**src/rtl/exc_entry_pkg.sv**
```systemverilog
package exc_entry_pkg;

    localparam int XLEN   = 32;
    localparam int CODE_W = 12;

    // status word bit positions decoded by the core
    localparam int SR_FD_BIT  = 15;
    localparam int SR_BL_BIT  = 28;
    localparam int SR_RB_BIT  = 29;
    localparam int SR_MD_BIT  = 30;
    localparam int IMASK_LO   = 4;
    localparam int IMASK_W    = 4;

    localparam logic [CODE_W-1:0] CODE_POWERON = 12'h000;
    localparam logic [CODE_W-1:0] CODE_MANUAL  = 12'h020;
    localparam logic [CODE_W-1:0] CODE_MULTI   = 12'h140;
    localparam logic [CODE_W-1:0] CODE_MISS_RD = 12'h040;
    localparam logic [CODE_W-1:0] CODE_MISS_WR = 12'h060;
    localparam logic [CODE_W-1:0] CODE_TRAP    = 12'h160;
    localparam logic [CODE_W-1:0] CODE_UNBLOCK = 12'h1E0;

    localparam logic [XLEN-1:0] RESET_TARGET = 32'hA000_0000;
    localparam int OFS_GENERAL = 'h100;
    localparam int OFS_MISS    = 'h400;
    localparam int OFS_IRQ     = 'h600;
    localparam int INSN_BYTES  = 2;

    typedef enum logic [1:0] {
        ENT_NONE = 2'd0,
        ENT_EXC  = 2'd1,
        ENT_IRQ  = 2'd2
    } entry_kind_e;

    typedef enum logic {
        ST_IDLE   = 1'b0,
        ST_COMMIT = 1'b1
    } seq_state_e;

    function automatic logic is_reset_class(input logic [CODE_W-1:0] c);
        return (c == CODE_POWERON) || (c == CODE_MANUAL) || (c == CODE_MULTI);
    endfunction

    function automatic logic is_miss_class(input logic [CODE_W-1:0] c);
        return (c == CODE_MISS_RD) || (c == CODE_MISS_WR);
    endfunction

endpackage

```
**src/rtl/exc_arbiter.sv**
```systemverilog
module exc_arbiter
    import exc_entry_pkg::*;
#(
    parameter int CW = CODE_W
) (
    input  logic          exc_pend,
    input  logic [CW-1:0] exc_code,
    input  logic          irq_req,
    input  logic          irq_hit,
    input  logic [CW-1:0] irq_vec,
    input  logic          halted,
    input  logic          blocked,
    output entry_kind_e   kind,
    output logic [CW-1:0] eff_code
);

    always_comb begin
        kind     = ENT_NONE;
        eff_code = exc_code;
        if (exc_pend) begin
            kind = ENT_EXC;
            if (blocked && (exc_code != CW'(CODE_UNBLOCK))) begin
                eff_code = CW'(CODE_POWERON);
            end
        end else if (irq_req && irq_hit && (!blocked || halted)) begin
            kind     = ENT_IRQ;
            eff_code = irq_vec;
        end
    end

endmodule

```
**src/rtl/exc_vector_calc.sv**
```systemverilog
module exc_vector_calc
    import exc_entry_pkg::*;
#(
    parameter int XW = XLEN,
    parameter int CW = CODE_W
) (
    input  entry_kind_e   kind,
    input  logic [CW-1:0] eff_code,
    input  logic [XW-1:0] sr,
    input  logic [XW-1:0] pc,
    input  logic [XW-1:0] vbr,
    input  logic          in_dslot,
    output logic [XW-1:0] next_pc,
    output logic [XW-1:0] next_sr,
    output logic [XW-1:0] saved_pc
);

    localparam logic [XW-1:0] STEP = XW'(INSN_BYTES);

    logic is_exc;
    logic rst_cls;
    logic is_trap;
    logic [XW-1:0] back;
    logic [XW-1:0] fwd;

    assign is_exc  = (kind == ENT_EXC);
    assign rst_cls = is_exc && is_reset_class(eff_code);
    assign is_trap = is_exc && (eff_code == CW'(CODE_TRAP));

    always_comb begin
        back     = in_dslot ? STEP : '0;
        fwd      = is_trap ? STEP : '0;
        saved_pc = pc - back + fwd;
    end

    always_comb begin
        next_sr            = sr;
        next_sr[SR_BL_BIT] = 1'b1;
        next_sr[SR_RB_BIT] = 1'b1;
        next_sr[SR_MD_BIT] = 1'b1;
        if (rst_cls) begin
            next_sr[SR_FD_BIT]                 = 1'b0;
            next_sr[IMASK_LO +: IMASK_W]       = '1;
        end
    end

    always_comb begin
        if (kind == ENT_IRQ) begin
            next_pc = vbr + XW'(OFS_IRQ);
        end else if (rst_cls) begin
            next_pc = RESET_TARGET;
        end else if (is_exc && is_miss_class(eff_code)) begin
            next_pc = vbr + XW'(OFS_MISS);
        end else begin
            next_pc = vbr + XW'(OFS_GENERAL);
        end
    end

endmodule

```
**src/rtl/exc_entry_seq.sv**
```systemverilog
module exc_entry_seq
    import exc_entry_pkg::*;
#(
    parameter int XW = XLEN,
    parameter int CW = CODE_W
) (
    input  logic          clk,
    input  logic          rst_n,
    input  logic          exc_pend,
    input  logic [CW-1:0] exc_code,
    input  logic          irq_req,
    input  logic          irq_hit,
    input  logic [CW-1:0] irq_vec,
    input  logic          halted,
    input  logic          in_dslot,
    input  logic [XW-1:0] sr_in,
    input  logic [XW-1:0] pc_in,
    input  logic [XW-1:0] r15_in,
    input  logic [XW-1:0] vbr_in,
    output logic          taken,
    output logic [XW-1:0] pc_out,
    output logic [XW-1:0] sr_out,
    output logic [XW-1:0] ssr_out,
    output logic [XW-1:0] spc_out,
    output logic [XW-1:0] sgr_out,
    output logic [CW-1:0] expevt_out,
    output logic          expevt_we,
    output logic [CW-1:0] intevt_out,
    output logic          intevt_we,
    output logic          halt_clr,
    output logic          dslot_clr
);

    seq_state_e  state, state_nx;
    entry_kind_e kind, kind_q;
    logic [CW-1:0] eff_code;
    logic [XW-1:0] calc_pc, calc_sr, calc_spc;
    logic halt_q, ds_q;
    logic accept;

    exc_arbiter #(.CW(CW)) u_arb (
        .exc_pend (exc_pend),
        .exc_code (exc_code),
        .irq_req  (irq_req),
        .irq_hit  (irq_hit),
        .irq_vec  (irq_vec),
        .halted   (halted),
        .blocked  (sr_in[SR_BL_BIT]),
        .kind     (kind),
        .eff_code (eff_code)
    );

    exc_vector_calc #(.XW(XW), .CW(CW)) u_vec (
        .kind     (kind),
        .eff_code (eff_code),
        .sr       (sr_in),
        .pc       (pc_in),
        .vbr      (vbr_in),
        .in_dslot (in_dslot),
        .next_pc  (calc_pc),
        .next_sr  (calc_sr),
        .saved_pc (calc_spc)
    );

    assign accept = (state == ST_IDLE) && (kind != ENT_NONE);

    always_comb begin
        state_nx = state;
        unique case (state)
            ST_IDLE:   if (kind != ENT_NONE) state_nx = ST_COMMIT;
            ST_COMMIT: state_nx = ST_IDLE;
            default:   state_nx = ST_IDLE;
        endcase
    end

    always_ff @(posedge clk) begin
        if (!rst_n) state <= ST_IDLE;
        else        state <= state_nx;
    end

    always_ff @(posedge clk) begin
        if (!rst_n) begin
            kind_q     <= ENT_NONE;
            pc_out     <= '0;
            sr_out     <= '0;
            ssr_out    <= '0;
            spc_out    <= '0;
            sgr_out    <= '0;
            expevt_out <= '0;
            intevt_out <= '0;
            halt_q     <= 1'b0;
            ds_q       <= 1'b0;
        end else if (accept) begin
            kind_q  <= kind;
            pc_out  <= calc_pc;
            sr_out  <= calc_sr;
            ssr_out <= sr_in;
            spc_out <= calc_spc;
            sgr_out <= r15_in;
            if (kind == ENT_EXC) expevt_out <= eff_code;
            if (kind == ENT_IRQ) intevt_out <= eff_code;
            halt_q  <= (kind == ENT_IRQ) && halted;
            ds_q    <= in_dslot;
        end
    end

    always_comb begin
        taken     = (state == ST_COMMIT);
        expevt_we = taken && (kind_q == ENT_EXC);
        intevt_we = taken && (kind_q == ENT_IRQ);
        halt_clr  = taken && halt_q;
        dslot_clr = taken && ds_q;
    end

    assert_exc_first_R1: assert property (@(posedge clk) disable iff (!rst_n)
        (state == ST_IDLE && exc_pend) |=> (expevt_we && !intevt_we));

    assert_blocked_code_R2: assert property (@(posedge clk) disable iff (!rst_n)
        (state == ST_IDLE && exc_pend && sr_in[SR_BL_BIT] && exc_code != CW'(CODE_UNBLOCK))
        |=> (expevt_out == '0));

    assert_blocked_irq_R3: assert property (@(posedge clk) disable iff (!rst_n)
        (state == ST_IDLE && !exc_pend && sr_in[SR_BL_BIT] && !halted) |=> !taken);

    assert_no_hit_R4: assert property (@(posedge clk) disable iff (!rst_n)
        (state == ST_IDLE && !exc_pend && !irq_hit) |=> (!taken && $stable(pc_out)));

    assert_save_R5: assert property (@(posedge clk) disable iff (!rst_n)
        taken |-> (ssr_out == $past(sr_in) && sr_out[SR_BL_BIT] && sr_out[SR_RB_BIT]
                   && sr_out[SR_MD_BIT]));

    assert_irq_vec_R10: assert property (@(posedge clk) disable iff (!rst_n)
        intevt_we |-> (pc_out == $past(vbr_in) + XW'(OFS_IRQ) && $stable(expevt_out)));

    assert_pulse_R11: assert property (@(posedge clk) disable iff (!rst_n)
        taken |=> !taken);

endmodule

```
**config.mk**
```make
export PLATFORM = sky130hd
export DESIGN_NAME = exc_entry_seq
export DESIGN_NICKNAME = d
export VERILOG_FILES = /design/src/rtl/exc_entry_pkg.sv /design/src/rtl/exc_arbiter.sv /design/src/rtl/exc_vector_calc.sv /design/src/rtl/exc_entry_seq.sv
export SDC_FILE = /design/constraint.sdc
export NUM_CORES = 1
export LEC_CHECK = 0
export BUFFER_PORTS_ARGS = -buffer_cell sky130_fd_sc_hd__buf_2
export CAP_MARGIN = 15
export CORE_MARGIN = 5
export CORE_UTILIZATION = 35
export CTS_CLUSTER_SIZE = 10
export DETAILED_ROUTE_END_ITERATION = 8
export GPL_TIMING_DRIVEN = 0
export PLACE_DENSITY = 0.67
export SLEW_MARGIN = 20
export SYNTH_ARGS = -nofsm -noshare
export SYNTH_HDL_FRONTEND = slang
export SYNTH_SLANG_ARGS = --single-unit
```
**constraint.sdc**
```tcl
create_clock -name clk -period 9.4 [get_ports clk]
set_input_delay 0.47 -clock clk [delete_from_list [all_inputs] [get_ports clk]]
set_output_delay 0.47 -clock clk [all_outputs]
set_load 0.02 [all_outputs]
```
Yosys cells after proc, flatten, opt, wreduce, memory -nomap -nowiden
Cells that the tools add are included.

cells by class
  multiplexer cells = 14
  reduce and logical (&&, ||, !) cells = 21
  bitwise operators = 1
  equality and inequality tests = 10
  add/subtract/negate cells = 5

operator list
  operator                  number
  $mux W32                  3
  $add A32 B11 Y32 const B  2
  $mux W12                  3
  $add A32 B32 Y32          1
  $add A32 B9 Y32 const B   1
  $sub A32 B32 Y32          1
  $eq A12 B7 Y1 const B     2
  $eq A12 B9 Y1 const B     2
  $eq A12 B6 Y1 const B     1
  $logic_and A1 B1 Y1       12
  $logic_not A12 Y1         1
  $ne A12 B9 Y1 const B     1
  $mux W2                   4
  $eq A2 B1 Y1 const B      2
  $eq A2 B2 Y1 const B      2
  $logic_or A1 B1 Y1        4
  $mux W4                   1
  $reduce_and A2 Y1         2
  $mux W1                   2
  $pmux W1 S2               1
  $reduce_bool A2 Y1        1
  $logic_not A1 Y1          1
  $not A1 Y1                1

word-level totals
  flip-flop bits (word level) = 189
  logic and storage cells = 62
  input bits = 159

Depth between registers and ports, before layout
  depth in word-level cells = 11
  depth in mapped cells = 17
  gate-level depth less buffers = 16

Cells and area by module
A second synthesis with hierarchy kept.

unflattened totals
  cell total of the unflattened synthesis = 1,358
  area, all modules = 10,362.4 um^2

by module, submodules not included
  module           cells an instance  sequential area each (um^2)  area an instance (um^2)  times used
  exc_entry_seq    832                3,783.6                      6,940.4                  1
  exc_vector_calc  487                0.0                          3,110.5                  1
  exc_arbiter      39                 0.0                          311.5                    1

Worst setup path before layout
No wires, ideal clock.

  path kind = input to register
  from = in exc_code[3]
  to = reg spc_out[31]
  setup time = 0.091 ns
  stages on the path = 15
  slack = 4.454 ns
  data arrival time = 4.855 ns
  path buffers = 0
  cell sequence = or4_1 -> o41a_1 -> nand2_1 -> and3_1 -> a21oi_1 -> nor4b_1 -> fa_1 -> fa_1 -> a211oi_1 -> o21ai_0 -> a21boi_0 -> o311a_1 -> o2111ai_1 -> or3_1 -> a311oi_1

between the ends
  cells in the longest elaborated chain, start to end = 8
  elaborated cells between the ends (all ways) = 9
  classes of those cells = add/sub: 1; eq/ne: 2; mux: 4; reduce/logical: 2

RTL lines
  item                     line                   text
  start, declared          exc_entry_seq.sv:10    input logic [CW-1:0] exc_code,
  $ne A12 B9 Y1            exc_arbiter.sv:22      if (blocked && (exc_code != CW'(CODE_UNBLOCK))) begin
  $logic_and A1 B1 Y1      exc_arbiter.sv:22
  $mux W12                 exc_arbiter.sv:22
  $mux W12 (*)             exc_arbiter.sv:20      if (exc_pend) begin
  $eq A12 B9 Y1 (*)        exc_vector_calc.sv:28  assign is_trap = is_exc && (eff_code == CW'(CODE_TRAP));
  $logic_and A1 B1 Y1 (*)  exc_vector_calc.sv:28
  $mux W2 (*)              exc_vector_calc.sv:32  fwd = is_trap ? STEP : '0;
  $add A32 B32 Y32 (*)     exc_vector_calc.sv:33  saved_pc = pc - back + fwd;
  end signal, assigned     exc_entry_seq.sv:98    spc_out <= calc_spc;
  end, declared            exc_entry_seq.sv:24    output logic [XW-1:0] spc_out,

Every way passes the cells marked *; elsewhere a longest branch is shown, timed or not.
A chain may end at the register's enable or synchronous reset.

Worst setup path after layout
  from = in sr_in[28]
  to = reg spc_out[31]

between the ends
  cells in the longest elaborated chain, start to end = 9
  elaborated cells between the ends (all ways) = 16
  classes of those cells = add/sub: 1; eq/ne: 2; mux: 6; reduce/logical: 7

RTL lines
  item                                                  line                                          text
  start, declared                                       exc_entry_seq.sv:16                           input logic [XW-1:0] sr_in,
  $logic_not A1 Y1                                      exc_arbiter.sv:25                             end else if (irq_req && irq_hit && (!blocked || halted)) begin
  $logic_or A1 B1 Y1                                    exc_arbiter.sv:25
  $logic_and A1 B1 Y1                                   exc_arbiter.sv:25
  $mux W12 / $mux W2 (equally long branches)            exc_arbiter.sv:25
  $mux W12 / $mux W2 (equally long branches)            exc_arbiter.sv:20
  $eq A12 B9 Y1 / $eq A2 B1 Y1 (equally long branches)  exc_vector_calc.sv:28, exc_vector_calc.sv:26
  $logic_and A1 B1 Y1                                   exc_vector_calc.sv:28
  $mux W2                                               exc_vector_calc.sv:32
  $add A32 B32 Y32                                      exc_vector_calc.sv:33

Several ways; a longest one is shown, not always the timed one.

==> flow_summary.yaml <==
logic_synthesis:
  syn_nets: 1314
  synth_top_area_share_pct: 38.2
  synthTopCellsByArea: "dfxtp_1 (38%), nand2_1 (12%), a21oi_1 (9.8%)"
  avgSynthCellArea_sq_um: 7.63
  syn_area_sq_um: 8540
  synth-simple-area-share_pct: 22.1
  synth_edf_count: 0
  synth_seq_cells: 163
  synthArstFlopShare_pct: 0
  synth_compound_area_share_pct: 22.8
  synth_fa_ha_area_share_pct: 5.45
  synth_cell_types: 71
  muxShareOfSynthArea_pct: 0.601
  synth_top_family_by_area: "compound AO/OA/AOI/OAI gates"
  ys.flop_type: "dfxtp_1"
  yosys_warnings: 0
  synth_cells: 1119
  synthXorXnorAreaFrac_pct: 3.90
  synth_top_area_cell: "dfxtp_1"
  ys_seq_area_share_pct: 38.2
critical_path:
  max_stage_delay_ns: 0.63
  crit_fanout: 10
  cp_slowest_cell: "nor4b_1"
  required_ns: 9.67
  reg2reg_to: "ssr_out[7]$_SDFFE_PN0P_"
  r2r_slack_ns: 6.59
  critPathLaunch: "sr_in[28]"
  endpoint_kind: "flip-flop"
  rr_worst_depth: 6
  worstSetupPathType: "input port to flip-flop"
  critPathArrivalTime_ns: 6.01
  r2r_start: "taken$_SDFF_PP0_"
  startpoint_type: "input port"
  crit_chain: "buf_2 > inv_1 > o211ai_1 > nor2_1 > clkbuf_1 > clkbuf_1 > a21oi_1 > nor4b_1 > fa_1 > fa_1 > a211oi_1 > o21ai_0 > a21boi_0 > o311a_1 > o2111ai_1 > or3_1 > a21oi_1 > a311oi_1"
cts:
  clock_path_buffers: 2
  cts_resized: 0
  ctsHoldBuffers: 0
  cts_buffers: 17
  clk_latency_ns: 0.42
  clkSlewWorstSetupHoldPaths_ns: 0.07
  cts_num_sinks: 163
  post-cts-setup-buffer-count: 0
  cts_tree: "done"
  root_buffer: "clkbuf_16"
  cts_max_level: 4
sta:
  rsz0062_at_grt: "no"
  final-hold-violation-count: 0
  min_period_ns: 5.74
  finalSetupTns_ns: 0
  tightest_slew_ns: 0.967
  slew_violations: 0
  layout_setup_ws_ns: 3.66
  setup_viol: 0
  fmax_ghz: 0.174
  finalCritPeriodShare_pct: 61.0
  skew_ns: 0.0102
  slew_headroom_pct: 35.3
drt:
  drc: 0
  route.final.wire_length_um: 32300
  viasPerCell: 5.09
  vias: 9270
  drtAntennaViolNets: 0
  drt_iter0_drc: 596
  post_drt_wl_per_cell_um: 17.7
  drtPass1Iterations: 5
place:
  place_ws_ns: 3.26
  place_hpwl_um: 25500
  place.port_buffers: 346
  place_congestion: 0.923
floorplan:
  die_x_um: 166
  die_area_sq_um: 27600
  pin_count: 348
  coreArea_sq_um: 24200
  start_util_pct: 35.3
  fp.dieH_um: 166
  rows: 57
finish:
  nets: 1679
  area_growth_pct: 32.3
  drive_above_1_share_pct: 28.1
  n_fill_cell: 2461
hold_path:
  min_path_type: "input port to flip-flop"
  hold_path_depth: 3
  min_to: "sgr_out[9]$_SDFFE_PN0P_"
  hp-start: "r15_in[9]"
power:
  power_leakage_nw: 5.36
  peakVddDrop_uv: 94.3
  powerDensity_nw_per_um2: 177
  power_mw: 2.00
status:
  status: "finished clean"
global_routing:
  antenna_found_initial: 1
  grt_max_degree: 17
  first_global_vias: 9094
  grt_util_all_layers_pct: 22.6
  grt_pass1_wl_um: 50500
  gr-total-overflow: 0
job:
  cap_violations: 0
-- critical path, delay by kind of cell --
kind / cells / cell delay, ns
compound gates: 9 / 2.11
buf+inv: 4 / 1.16
fa+ha+maj: 2 / 1.06
simple gates: 3 / 1.20
-- synth_stat cells, types with 8 or more instances --
master and number:
o21ai_1 9, o211ai_1 9, nand2_1 270, dfxtp_1 163, a21oi_1 167, a31oi_1 12
and2_1 9, clkbuf_1 55, nand3_1 37, nor2_1 42, buf_4 27, and3_1 14
a211oi_1 11, inv_1 47, a21o_1 8, o21ai_0 39, nor3_1 13, xnor2_1 31
ha_1 34
-- per-stage QoR --
stage / cell area [sq um] / hold slack [ns] / util [%] / instances
final: 11300 / 0.276 / 46.7 / 1821
after global routing: 11300 / 0.272 / 46.7 / 1821
after CTS: 11300 / 0.263 / 46.7 / 1820
after detailed placement: 10700 / 0.434 / 44.2 / 1789
after global placement: 10700 / 0.432 / 44.2 / 1789
after floorplan: 8540 / 0.432 / - / 1119
-- state kept, by name (all words and copies together) (netlist names) --
signal	flops
intevt_out	12
spc_out	32
sr_out	30
kind_q	2
expevt_out	12
taken	1
sgr_out	32
halt_q	1
pc_out	32
ds_q	1
ssr_out	8
-- kinds of logic after synthesis --
family | Yosys count
mux | 5
fa+ha+maj | 36
compound gates | 319
buf+inv | 132
flops | 163
xor+xnor | 38
simple gates | 426
-- layout by cell type, fill, tap and decap left out, types with 34 or more instances in the layout --
master | synthesis | final
dfxtp_1 | 163 | 163
a21oi_1 | 167 | 167
buf_2 | 0 | 346
o21ai_0 | 39 | 39
nand3_1 | 37 | 37
clkbuf_1 | 55 | 55
ha_1 | 34 | 34
nand2_1 | 270 | 270
nor2_1 | 42 | 42
inv_1 | 47 | 47
-- per-layer routing --
metal / share of wire (%) / up-vias / track usage (%)
li1: - / 4592 / -
met2: 47 / 354 / 38.5
met5: 0 / - / 0
met1: 42 / 4273 / 28.0
met4: 2.9 / 0 / 7.15
met3: 7.7 / 51 / 5.90
-- report_power, final --
group	switching, mW	total (mW)	leakage, nW	internal [mW]
Sequential	0.0302	0.774	1.34	0.744
Combinational	0.307	0.481	3.73	0.174
Clock	0.319	0.746	0.294	0.427
-- final cells by class --
cell class              instances  area, sq um  area share [%]
multi-input cells             824         4680            41.4
flip-flops and latches        163         3260            28.9
repair buffers                346         1730            15.3
clock buffers                  17          425            3.77
plain buffers                  83          413            3.65
well taps                     324          405            3.59
clock inverters                14          193            1.71
inverters                      49          184            1.63
diodes                          1         2.50          0.0221
-- how the worst max path moves through the flow --
stage / to / cells after the start
after global placement: spc_out[31]$_SDFFE_PN0P_ / 17
after floorplan: spc_out[31]$_SDFFE_PN0P_ / 15
after CTS: spc_out[31]$_SDFFE_PN0P_ / 17
after detailed placement: spc_out[31]$_SDFFE_PN0P_ / 17
final: spc_out[31]$_SDFFE_PN0P_ / 18
after global routing: spc_out[31]$_SDFFE_PN0P_ / 18
No activity file was read; power rests on OpenSTA's default activity.
